===== src/rtl/phy_bridge_pkg.sv =====
// Shared types for the indirect PHY register bridge.
// Assumes: a single outstanding PHY transfer at a time.
package phy_bridge_pkg;

    typedef enum logic {
        BR_IDLE = 1'b0,
        BR_WAIT = 1'b1
    } br_state_e;

endpackage


===== src/rtl/bridge_host_regs.sv =====
// Host-facing register pair of the PHY bridge: the command/address register
// and the data register. Decodes host writes, launches transfers, captures
// read data on completion and serves host reads.
// Assumes: busy comes from the PHY controller, and done pulses for one cycle
// on the acknowledge edge.
module bridge_host_regs #(
    parameter int          HOST_AW  = 12,
    parameter int          HOST_DW  = 16,
    parameter int          PHY_AW   = 8,
    parameter int          PHY_DW   = 8,
    parameter logic [11:0] CMD_OFF  = 12'h300,
    parameter logic [11:0] DATA_OFF = 12'h304
) (
    input  logic               clk,
    input  logic               rst_n,
    input  logic               host_wr,
    input  logic               host_rd,
    input  logic [HOST_AW-1:0] host_addr,
    input  logic [HOST_DW-1:0] host_wdata,
    output logic [HOST_DW-1:0] host_rdata,
    input  logic               busy,
    input  logic               done,
    input  logic [PHY_DW-1:0]  phy_rdata,
    output logic               start,
    output logic [PHY_AW-1:0]  cmd_addr,
    output logic               cmd_we,
    output logic [PHY_DW-1:0]  cmd_wdata,
    output logic [HOST_DW-1:0] data_reg
);

    localparam int WR_BIT   = PHY_AW;
    localparam int BUSY_BIT = PHY_AW + 1;
    localparam int PAD_W    = HOST_DW - PHY_DW;

    logic              sel_cmd;
    logic              sel_data;
    logic [PHY_AW-1:0] addr_q;
    logic              we_q;
    logic [HOST_DW-1:0] data_q;

    // Purpose: decode which host register is addressed.
    always_comb begin
        sel_cmd  = (host_addr == CMD_OFF[HOST_AW-1:0]);
        sel_data = (host_addr == DATA_OFF[HOST_AW-1:0]);
    end

    assign start = host_wr && sel_cmd && !busy;

    // Purpose: hold the latched command offset and direction.
    always_ff @(posedge clk) begin
        if (!rst_n) begin
            addr_q <= '0;
            we_q   <= 1'b0;
        end else if (start) begin
            addr_q <= host_wdata[PHY_AW-1:0];
            we_q   <= host_wdata[WR_BIT];
        end
    end

    // Purpose: update the data register from the host or from a finished read.
    always_ff @(posedge clk) begin
        if (!rst_n) begin
            data_q <= '0;
        end else if (host_wr && sel_data && !busy) begin
            data_q <= host_wdata;
        end else if (done && !we_q) begin
            data_q <= {{PAD_W{1'b0}}, phy_rdata};
        end
    end

    // Purpose: return the addressed register for a host read.
    always_comb begin
        host_rdata = '0;
        if (host_rd) begin
            if (sel_cmd) begin
                host_rdata[PHY_AW-1:0] = addr_q;
                host_rdata[WR_BIT]     = we_q;
                host_rdata[BUSY_BIT]   = busy;
            end else if (sel_data) begin
                host_rdata = data_q;
            end
        end
    end

    assign cmd_addr  = addr_q;
    assign cmd_we    = we_q;
    assign cmd_wdata = data_q[PHY_DW-1:0];
    assign data_reg  = data_q;

endmodule


===== src/rtl/bridge_phy_ctrl.sv =====
// PHY-side handshake controller: raises a request on start and holds it
// until the target acknowledges. While the request is open it reports busy.
// Assumes: phy_ack is a one-cycle pulse given only while a request is open.
module bridge_phy_ctrl
    import phy_bridge_pkg::*;
(
    input  logic clk,
    input  logic rst_n,
    input  logic start,
    input  logic phy_ack,
    output logic phy_req,
    output logic busy,
    output logic done
);

    br_state_e state_q;

    // Purpose: move between idle and waiting-for-acknowledge.
    always_ff @(posedge clk) begin
        if (!rst_n) begin
            state_q <= BR_IDLE;
        end else begin
            case (state_q)
                BR_IDLE: if (start)   state_q <= BR_WAIT;
                BR_WAIT: if (phy_ack) state_q <= BR_IDLE;
                default:              state_q <= BR_IDLE;
            endcase
        end
    end

    // Purpose: derive the request, busy and completion strobes from the state.
    always_comb begin
        phy_req = (state_q == BR_WAIT);
        busy    = phy_req;
        done    = phy_req && phy_ack;
    end

endmodule


===== src/rtl/phy_reg_bridge.sv =====
// Top of the indirect PHY register bridge. A host command write selects a
// PHY register and starts one request/acknowledge transfer. The host polls
// the busy bit in the same register for completion.
// Assumes: host strobes last one cycle each.
module phy_reg_bridge #(
    parameter int          HOST_AW  = 12,
    parameter int          HOST_DW  = 16,
    parameter int          PHY_AW   = 8,
    parameter int          PHY_DW   = 8,
    parameter logic [11:0] CMD_OFF  = 12'h300,
    parameter logic [11:0] DATA_OFF = 12'h304
) (
    input  logic               clk,
    input  logic               rst_n,
    input  logic               host_wr,
    input  logic               host_rd,
    input  logic [HOST_AW-1:0] host_addr,
    input  logic [HOST_DW-1:0] host_wdata,
    output logic [HOST_DW-1:0] host_rdata,
    output logic               phy_req,
    output logic               phy_we,
    output logic [PHY_AW-1:0]  phy_addr,
    output logic [PHY_DW-1:0]  phy_wdata,
    input  logic               phy_ack,
    input  logic [PHY_DW-1:0]  phy_rdata
);

    logic               start;
    logic               busy;
    logic               done;
    logic [HOST_DW-1:0] data_reg;

    bridge_host_regs #(
        .HOST_AW (HOST_AW),
        .HOST_DW (HOST_DW),
        .PHY_AW  (PHY_AW),
        .PHY_DW  (PHY_DW),
        .CMD_OFF (CMD_OFF),
        .DATA_OFF(DATA_OFF)
    ) u_regs (
        .clk       (clk),
        .rst_n     (rst_n),
        .host_wr   (host_wr),
        .host_rd   (host_rd),
        .host_addr (host_addr),
        .host_wdata(host_wdata),
        .host_rdata(host_rdata),
        .busy      (busy),
        .done      (done),
        .phy_rdata (phy_rdata),
        .start     (start),
        .cmd_addr  (phy_addr),
        .cmd_we    (phy_we),
        .cmd_wdata (phy_wdata),
        .data_reg  (data_reg)
    );

    bridge_phy_ctrl u_ctrl (
        .clk    (clk),
        .rst_n  (rst_n),
        .start  (start),
        .phy_ack(phy_ack),
        .phy_req(phy_req),
        .busy   (busy),
        .done   (done)
    );

endmodule


===== config.mk =====
export PLATFORM = sky130hd
export DESIGN_NAME = phy_reg_bridge
export DESIGN_NICKNAME = d
export VERILOG_FILES = /design/src/rtl/phy_bridge_pkg.sv /design/src/rtl/bridge_host_regs.sv /design/src/rtl/bridge_phy_ctrl.sv /design/src/rtl/phy_reg_bridge.sv
export SDC_FILE = /design/constraint.sdc
export NUM_CORES = 1
export LEC_CHECK = 0
export ABC_CLOCK_PERIOD_IN_PS = 4200
export CORE_AREA = 2 2 62 64
export DETAILED_ROUTE_END_ITERATION = 12
export DIE_AREA = 0 0 64 66
export HOLD_SLACK_MARGIN = 0.08
export PLACE_DENSITY = 0.83
export SETUP_SLACK_MARGIN = 0.5
export SLEW_MARGIN = 20
export SYNTH_ARGS = -nofsm -noshare
export SYNTH_HDL_FRONTEND = slang
export SYNTH_HIERARCHICAL = 1
export SYNTH_SLANG_ARGS = --single-unit

===== constraint.sdc =====
create_clock -name clk -period 4.2 [get_ports clk]
set_input_delay 1.26 -clock clk [delete_from_list [all_inputs] [get_ports clk]]
set_output_delay 1.26 -clock clk [all_outputs]
set_load 0.02 [all_outputs]

After elaboration in Yosys (flattened, before gate mapping)
Index checks and enable logic that the tools add are counted.

Input port bits: 41. Memory bits (read-only): 0. Latch bits: 0. Flip-flop bits (word level): 26. Output and inout bits: 34. Memory bits (writable): 0. Memories kept: 0.

Reductions and logical operators: 9. Muxes and demuxes: 9. Bitwise gates (word level): 1. Multiply operators: 0. $lt $le $gt $ge: 0. Div/mod/pow operators: 0. Shift operators: 0. $add $sub $neg: 0. Equality and inequality tests: 2.

Operators with widths (number): two-way mux 16 bit (4); equality test 12 x 10 -> 1 bit (second input constant) (2); two-way mux 10 bit (1); logical AND 1 bit (6); two-way mux 6 bit (1); zero test 1 bit (2); two-way mux 1 bit (2); case mux 1 bit (2 select lines) (1); nonzero test 2 bit (1); NOT 1 bit (1).

Logic depth before layout (Yosys ltp)
Word-level depth: 5. Mapped depth: 7. Mapped depth without buffers: 5.

Cells and area by module
Netlist, hierarchy kept.

Modules (own cells, without submodules): bridge_host_regs (area an instance 1382.6 um^2, times used 1, cells an instance 165); bridge_phy_ctrl (area an instance 66.3 um^2, times used 1, cells an instance 6).

Worst setup path after synthesis
OpenSTA, ideal clock, no wires.

Path kind: input to output. Start point: input port host_addr[11]. End point: output port host_rdata[0]. Arrival time: 2.333 ns. Setup slack: 0.607 ns. Stages: 4. Cell sequence: nor4b_4 -> and2_1 -> nand3_1 -> nor2_1.

Cells in the longest elaborated chain, start to end: 4.

Ends and longest elaborated chain: start, declared (line phy_reg_bridge.sv:17) `input logic [HOST_AW-1:0] host_addr,`; equality test 12 x 10 -> 1 bit (line bridge_host_regs.sv:44) `sel_data = (host_addr == DATA_OFF[HOST_AW-1:0]);`; two-way mux 16 bit (line bridge_host_regs.sv:79) `end else if (sel_data) begin`; two-way mux 10 bit (*) (line bridge_host_regs.sv:75) `if (sel_cmd) begin`; two-way mux 16 bit (*) (line bridge_host_regs.sv:74) `if (host_rd) begin`; end, declared (line phy_reg_bridge.sv:19) `output logic [HOST_DW-1:0] host_rdata,`.

Mark *: on every way between the ends. The rest lies on a longest branch, timed or not.

Worst setup path in the final report
Start point: input port host_addr[0]. End point: output port host_rdata[14].

Cells in the longest elaborated chain, start to end: 4.

Ends and longest elaborated chain (line): equality test 12 x 10 -> 1 bit (bridge_host_regs.sv:44); two-way mux 16 bit (bridge_host_regs.sv:79); two-way mux 6 bit (*) (bridge_host_regs.sv:75); two-way mux 16 bit (*) (bridge_host_regs.sv:74).

Marked as above.

==> results.md <==
Clock network:
- In this run, CTS created clock tree buffers numbering 3.
- The number of hold buffers added after CTS is 0.
- Counting every sink on the clock net gives 26.
- Clock-pin slew was measured on the worst setup and hold paths at 0.14 ns.
- The clock tree from TritonCTS is built.
- The clock tree buffer depth is 2.
- CTS built an H-tree with a depth of 1.
- For the worst-skew pair, the clock arrives at the later sink with an insertion delay of 0.32 ns.
- The clock root buffer is clkbuf_4.

Final layout:
- In the layout the commonest cells are clkdlybuf4s50_1, dfxtp_1, nand3_1, nand2_1, o21ai_0.
- Compared with the post-synthesis result, the final layout area differs by 71.17%.
- The post-route netlist has 33.89% of its cells at a drive strength greater than 1.
- The number of antenna diodes is 0.
- The most common cell after layout, fill and taps aside is clkdlybuf4s50_1.
- The number of flip-flops under the largest register name is 16.
- The count of nets after finishing is 281.

Power and ir drop:
- VDD sags by at most 0.1178 mV.
- Summed over all cells, the static leakage comes to 0.9088 nW.
- For this design the ratio of total power to cell area is 185.5 nW/um^2.

Floorplan:
- The I/O pin count is 75.
- The floorplan step defined a die boundary enclosing 4224 um^2.
- The effective utilization at floorplan is 39.11%.
- The die is 66 um tall.
- The floorplan has 22 rows.
- The floorplan core area is 3551 um^2.
- The floorplan die width is 64 um.

Timing:
- The final number of setup-violating endpoints is 0.
- The top achievable clock speed is 273.4 MHz.
- Headroom to the max-slew limit came out at 46.46%.
- The final worst clock skew is 0.01015 ns.
- In the final timing run, aggregate negative setup slack is 0 ns.
- Of the available clock period, the critical path in the final layout requires 87.07%.
- The number of max-slew violations in the final report is 0.
- The smallest hold slack is 0.4847 ns.
- At the pin with the least slew margin, the transition time is 0.8031 ns.
- The minimum clock period is 3.657 ns.
- Setup repair after global routing left no endpoint under its margin.
- The number of hold-slack violations in the final timing report came to 0.

Critical path:
- Data on the critical path is required at its endpoint by 2.94 ns.
- The kind of end point of the critical path is an output port.
- The largest driver fanout on the critical path is 6.
- STA puts the critical path data arrival time at 2.40 ns.
- The delay of the slowest critical-path stage is 0.25 ns.
- The type of origin of the critical path is an input port.
- The library cell contributing the largest single delay on the critical path is dlygate4sd2_1.
- By instance count, the cell type seen most on the critical path is and3_4.
- The signal on the critical path passes through dlygate4sd2_1 > nor3b_2 > buf_4 > and3_4 > and3_4 > buf_6.
- The classification of the worst setup path is in -> out.

Drt:
- The routed layout has 1489 vias.
- In the final routed layout, each cell accounts on average for 14.60 um.
- The average via count per standard cell is 5.188.
- The total wirelength of the detailed-routed design is 4191 um.
- After the first detailed-routing iteration, the DRC count stood at 116.
- The remaining number of nets flagged by the antenna check after routing is 0.
- For this run, design rule violations remaining after detail routing come to 0.
- The first TritonRoute pass finished after 4 iterations.

Synthesis:
- The average footprint of a synthesized cell is 8.520 um^2.
- The cell count after synthesis is 163.
- During synthesis, Yosys emitted a total of 6 warnings.
- The mapped netlist covers 1389 um^2.
- The net count of the mapped netlist is 204.

Worst hold path:
- The class of the worst hold path is reg -> reg.

GRT:
- The via count of the first global-routing pass is 1454.
- The first global-routing pass estimated 6748 um of wire.
- Entering global routing, the biggest net connects 36 pins.
- In the global route stage, overall resource usage came out at 20.24%.
- The total overflow left after global routing is 0.
- The number of antenna violations at the first check in global routing is 0.

Place:
- Detailed placement finished with a half-perimeter wire length of 2793 um.
- The number of port buffers is 74.
- Routability-driven placement finished with a final weighted congestion of 0.7645.

Job:
- Max-cap violations in this run came to 0.

Run status:
- The run finished with clean final reports.
==> stage by stage <==
| step | utilization (%) | setup slack [ns] | power [mW] | cells | cell area (um^2) |
|---|---|---|---|---|---|
| after global routing | 66.95 | 0.4941 | 0.4588 | 287 | 2377 |
| final | 66.95 | 0.5429 | 0.4410 | 287 | 2377 |
| after floorplan | - | 0.6072 | 0.2714 | 163 | 1389 |
| after detailed placement | 61.94 | -0.3064 | 0.3177 | 280 | 2200 |
| after CTS | 64.94 | 0.4986 | 0.4388 | 285 | 2306 |
| after global placement | 61.94 | -0.2594 | 0.3170 | 280 | 2200 |
==> path summary, 6_finish.rpt <==
check | cells past startpoint | from | endpoint | slack (ns)
setup / recovery | 6 | host_addr[0] | host_rdata[14] | 0.54
hold / removal | 2 | u_regs/data_reg[14]$_SDFFE_PN0P_ | u_regs/data_reg[14]$_SDFFE_PN0P_ | 0.48
setup reg to reg | 4 | u_ctrl/busy$_SDFF_PN0_ | u_regs/data_reg[0]$_SDFFE_PN0P_ | 2.39
hold reg to reg | 2 | u_regs/data_reg[14]$_SDFFE_PN0P_ | u_regs/data_reg[14]$_SDFFE_PN0P_ | 0.48
==> per-layer routing <==
metal	vias to the layer above	track usage, %	routed length, um
met4	0	4.076	13
li1	735	-	-
met2	44	35.42	2072
met5	-	0	0
met3	2	3.578	218
met1	708	26.05	1886
==> layout make-up <==
class,count,area (um^2)
clock buffer,4,36.28
sequential,26,520.5
inverter,1,3.754
multi-input combinational,123,917.1
fill,301,1174
timing repair buffer,85,839.6
tap,48,60.06
==> where the power goes <==
group | internal [mW] | leakage, nW | total, mW | switching, mW
sequential | 0.247 | 0.209 | 0.247 | 0.0000238
clock | 0.0530 | 0.0210 | 0.126 | 0.0725
combinational | 0.0425 | 0.679 | 0.0688 | 0.0263
==> worst max-delay path, delay by kind of cell <==
family | cells | cell delay (ns)
AND/OR/NAND/NOR | 3 | 0.61
buffers and inverters | 3 | 0.53
==> timing repair <==
| item | CTS | global route |
|---|---|---|
| cloned | 0 | 1 |
| endpoints found under the setup margin | 16 | 16 |
| pin swaps | 11 | 4 |
| hold endpoints to repair | 0 | 0 |
| gates resized for setup | 137 | 14 |
| buffers inserted | 1 | 1 |
(Power assumes the default switching activity.)
